`config.mk`:
```
export PLATFORM = sky130hd
export DESIGN_NAME = acc_store_sat
export DESIGN_NICKNAME = d
export VERILOG_FILES = /design/src/rtl/acc_store_sat.sv
export SDC_FILE = /design/constraint.sdc
export NUM_CORES = 1
export LEC_CHECK = 0
export CAP_MARGIN = 40
export CORE_MARGIN = 10
export CORE_UTILIZATION = 35
export CTS_BUF_LIST = sky130_fd_sc_hd__clkbuf_2
export DETAILED_ROUTE_END_ITERATION = 12
export HOLD_SLACK_MARGIN = 0.02
export PLACE_DENSITY_LB_ADDON = 0.25
export SLEW_MARGIN = 20
export SYNTH_ARGS = -nofsm -noshare
export SYNTH_HDL_FRONTEND = slang
export SYNTH_SLANG_ARGS = --single-unit
```
`constraint.sdc`:
```
create_clock -name clk -period 2 [get_ports clk]
set_input_delay 0.2 -clock clk [delete_from_list [all_inputs] [get_ports clk]]
set_output_delay 0.2 -clock clk [all_outputs]
set_load 0.1 [all_outputs]
```
`src/rtl/acc_store_sat.sv`:
```
module acc_store_sat #(
  parameter int ACC_W  = 40,
  parameter int WORD_W = 32,
  parameter int HALF_W = 16
) (
  input  logic              clk,
  input  logic              rst_n,
  input  logic [ACC_W-1:0]  acc0,
  input  logic [ACC_W-1:0]  acc1,
  input  logic              st_en,
  input  logic              acc_sel,
  input  logic [1:0]        part,
  input  logic [1:0]        sat_off,
  output logic [WORD_W-1:0] st_data,
  output logic              st_ovf
);
  localparam int GRD_W = ACC_W - WORD_W;
  localparam int TOP_W = GRD_W + 1;

  logic [ACC_W-1:0]  src, lim, val;
  logic [TOP_W-1:0]  top;
  logic              ovr, clamp, neg;
  logic [WORD_W-1:0] pick;

  assign src   = acc_sel ? acc1 : acc0;
  assign top   = src[ACC_W-1:WORD_W-1];
  assign ovr   = ~(&top) & (|top);
  assign clamp = ovr & ~sat_off[acc_sel];
  assign neg   = src[ACC_W-1];
  assign lim   = {{TOP_W{neg}}, {(WORD_W-1){~neg}}};
  assign val   = clamp ? lim : src;

  always_comb begin
    case (part)
      2'b00:   pick = val[WORD_W-1:0];
      2'b01:   pick = {{(WORD_W-HALF_W){1'b0}}, val[WORD_W-1:WORD_W-HALF_W]};
      2'b10:   pick = {{(WORD_W-HALF_W){1'b0}}, val[HALF_W-1:0]};
      default: pick = {{(WORD_W-GRD_W){1'b0}}, val[ACC_W-1:WORD_W]};
    endcase
  end

  always_ff @(posedge clk) begin
    if (!rst_n) begin
      st_data <= '0;
      st_ovf  <= 1'b0;
    end else begin
      st_ovf <= st_en & clamp;
      if (st_en) st_data <= pick;
    end
  end
endmodule


```
Word level (Yosys, flattened, before mapping)
Cells that the tools add are included. W data, S select, Z words.

Register bits after elaboration: 33. Input port bits: 88. Logic and storage cells: 19.

Order comparisons: 1. Equality and inequality tests: 2. Mux-type cells: 5. Bitwise logic cells: 6. Reductions and logical operators: 3.

Operator list (number): $pmux W32 S3 (1); $mux W40 (1); $mux W39 (1); $reduce_and A9 Y1 (1); $reduce_or A9 Y1 (1); $and A1 B1 Y1 (3); $not A1 Y1 (3); $eq A2 B1 Y1 const B (1); $eq A2 B2 Y1 const B (1); $logic_not A2 Y1 (1); $lt A1 B2 Y1 const B (1); $mux W1 (2).

Logic depth before layout (Yosys ltp)
Word-level depth: 7. Gate-level depth with buffers: 8.

Worst setup path before layout
No wires, ideal clock.

Path type: input port to flip-flop. Start: input acc1[34]. End: register st_data[2]. Library setup time: 0.135 ns. Arrival: 1.540 ns. Slack: 0.324 ns. Stages: 7. Path buffers: 1. Cells stage by stage: nor4_1 nand3_1 a21boi_4 buf_6 o21a_1 a21boi_0 a21oi_1.

Longest elaborated chain between the ends: 7. Elaborated cells on any way between the ends: 8. Classes of those cells: mux (3); bitwise (3); reduce/logical (2).

RTL lines: from (decl) (RTL line 9) `input logic [ACC_W-1:0] acc1,`; $mux W40 * (RTL line 25) `assign src = acc_sel ? acc1 : acc0;`; $reduce_and A9 Y1 (RTL line 27) `assign ovr = ~(&top) & (|top);`; $not A1 Y1 (RTL line 27); $and A1 B1 Y1 (RTL line 27); $and A1 B1 Y1 (RTL line 28) `assign clamp = ovr & ~sat_off[acc_sel];`; $mux W39 * (RTL line 31) `assign val = clamp ? lim : src;`; $pmux W32 S3 * (RTL line 34) `case (part)`; to (signal assigned) (RTL line 48) `if (st_en) st_data <= pick;`; to (decl) (RTL line 14) `output logic [WORD_W-1:0] st_data,`.

Mark *: on every way between the ends. The rest lies on a longest branch, timed or not. A chain may end at the register's enable or synchronous reset.

Worst setup path after layout
Start: input acc1[33]. End: register st_data[12].

Longest elaborated chain between the ends: 7. Elaborated cells on any way between the ends: 8. Classes of those cells: mux (3); bitwise (3); reduce/logical (2).

RTL lines (RTL line): $mux W40 * (25); $reduce_and A9 Y1 (27); $not A1 Y1 (27); $and A1 B1 Y1 * (27); $and A1 B1 Y1 * (28); $mux W39 * (31); $pmux W32 S3 * (34).

Marks and branches as above.

==> impl_metrics.csv <==
group,metric,value,unit
timing,fin_crit_sh,0.942,
global_route,antenna_found_initial,0,
timing,hold_viol,0,
clock_network,numCtsBuffers,5,
placed_design,placed_cells,457,
logic_synthesis,ys_top_cells_by_area,"dfxtp_1, mux2i_1, mux2_2, a221o_1, o21ai_0",
detailed_routing,drt_iter0_markers,126,
setup_path,cp-end-kind,"flip-flop",
min_path,hold_class,"in2reg",
cells_and_area,n_antenna_cell,0,
detailed_routing,drt_wl_total,8.23,mm
logic_synthesis,synth_area,0.00215,mm²
setup_path,critical_path_class,"in2reg",
logic_synthesis,synth_cell_types,46,
clock_network,cts.htree.levels,2,
timing,setup_violations,0,
setup_path,arrival,2160,ps
detailed_routing,route.vias.total,2507,
timing,fmax,531,MHz
logic_synthesis,synth_most_common_cell,"dfxtp_1",
die,die_y,98.3,µm
setup_path,cp_slowest_stage_delay,510,ps
clock_network,ctsHoldBuffers,0,
power,p_per_area,526,mW/mm²
power,vdd.ir_drop.worst,0.380,mV
detailed_routing,wl_per_cell,17.7,µm
setup_path,worstPathMaxFanout,7,
clock_network,clk_latency,350,ps
logic_synthesis,synth_seq_cells,33,
logic_synthesis,synthArstFlopShare,0,
timing,min_period,1880,ps
placed_design,place_congestion,0.907,
cells_and_area,instances_no_fill,465,
setup_path,critPathLaunchType,"input pin",
die,dieArea,0.00967,mm²
cells_and_area,drive_gt1_frac,0.277,
detailed_routing,drc,0,
logic_synthesis,yosys.area.top_type_share,0.308,
placed_design,dp_hpwl,7.00,mm
logic_synthesis,synth_fp_nets,328,
die,dieWidth,98.3,µm
detailed_routing,ant_nets,0,
clock_network,clk_path_buf_depth,2,
logic_synthesis,synth_seq_area_share,0.308,
die,coreArea,0.00596,mm²
detailed_routing,vias_per_cell,5.39,
clock_network,cts_tree,"built",
setup_path,critPathSlowestCell,"clkdlybuf4s50_1",
clock_network,postCtsSetupBuffers,0,
job,maxCapViolations,0,
logic_synthesis,yosysWarnings,0,
placed_design,port_buffers,120,
clock_network,clkTransAtPathRegs,170,ps
logic_synthesis,synth_edf_count,0,
cells_and_area,nets,477,
setup_path,path_cells,"clkdlybuf4s50_1, nor3_1, a21o_1, a21boi_4, nor3_2, buf_4, o21ai_0, o221a_2",
timing,finClkSkew,0,ps
global_route,grt_usage,0.160,
detailed_routing,first_pass_iters,4,
logic_synthesis,yosys.area.top_type,"dfxtp_1",
global_route,grt_pass1_wl,13.0,mm
clock_network,ctsResizeCount,0,
timing,rsz0062_at_grt,"false",
logic_synthesis,synth-main-ff-cell,"dfxtp_1",
timing,max_slew_margin,0.659,
timing,slew_viol_final,0,
clock_network,clockRootBuffer,"clkbuf_2",
run_status,outcome,"finished, final reports clean",
logic_synthesis,syn_inst,240,
die,ioPinCount,121,
cells_and_area,final_core_util,0.607,
power,leakagePower,1.53,nW
die,start_util,0.361,
clock_network,clkSinkCount,33,
logic_synthesis,syn_avg_cell_area,8.95,µm²
global_route,grt_pass1_vias,2562,
logic_synthesis,synth_common_cells,"dfxtp_1, mux2i_1, nand2_1",
cells_and_area,area_growth,68.2,%
global_route,overflow,0,
global_route,grt_max_degree,16,
setup_path,required,2280,ps
die,rows,28,
timing,tightest_slew,498,ps
==> registers in the layout (all words and copies together), names as in the netlist <==
name     count
st_ovf       1
st_data     32
==> routing by layer <==
metal	share of wire	global-route usage	vias to the layer above
li1	-	-	1236
met2	0.46	0.260	99
met1	0.46	0.201	1163
met3	0.077	0.0500	9
met4	0.0095	0.0342	0
met5	0	0	-
==> worst max-delay path, delay by kind of cell <==
family,cells,cell delay [ps]
AO/OA/AOI/OAI,4,740
buffers and inverters,2,740
AND/OR/NAND/NOR,2,470
==> cells by family after synthesis <==
group / share of synthesized area
AO/OA/AOI/OAI: 0.273
flip-flops: 0.308
XOR/XNOR: 0.00408
multiplexers: 0.200
AND/OR/NAND/NOR: 0.172
buffers and inverters: 0.0437
==> report_power, final <==
part / internal (mW) / switching (mW)
registers: 0.696 / 0.0210
logic: 0.363 / 0.505
clock network: 0.0880 / 0.227
total: 1.15 / 0.753
==> per-stage QoR <==
step           setup TNS [ps]  instance area (µm²)  setup WS, ps  power (mW)  hold WS (ps)
3_5_place_dp            -6410                 3560          -256        1.60           460
6_report                    0                 3610           116        1.90           489
3_3_place_gp            -5010                 3550          -226        1.59           454
4_1_cts                     0                 3600           154        1.91           467
2_1_floorplan               0                 2150           324        1.24           338
5_1_grt                     0                 3610          23.9        1.99           517
==> cells in the final DEF (no fill, tap or decap), drive strengths merged, types with 6 or more instances in the layout <==
| cell | n |
|---|---|
| nor2 | 9 |
| clkbuf | 6 |
| mux2 | 13 |
| buf | 74 |
| dfxtp | 33 |
| clkdlybuf4s50 | 86 |
| o22ai | 6 |
| mux2i | 27 |
| a21oi | 11 |
| nand2b | 7 |
| o21ai | 15 |
| nor3 | 13 |
| a221o | 9 |
| nand2 | 16 |
| a22o | 7 |
==> cell type report <==
class,count,area (µm²)
clock inverters,2,10.0
flip-flops and latches,33,661
multi-input cells,189,1410
fillers,535,2340
well taps,75,93.8
clock buffers,6,30.0
repair buffers,160,1410
==> path summary, 6_finish.rpt <==
kind | start | end | slack, ps | depth (start not counted)
max | acc1[33] | st_data[12]$_SDFFE_PN0P_ | 120 | 8
min | acc_sel | st_data[1]$_SDFFE_PN0P_ | 490 | 5
max reg2reg | st_data[27]$_SDFFE_PN0P_ | st_data[27]$_SDFFE_PN0P_ | 1250 | 1
min reg2reg | st_data[6]$_SDFFE_PN0P_ | st_data[6]$_SDFFE_PN0P_ | 490 | 1
Power figures use the tool's default switching activity.
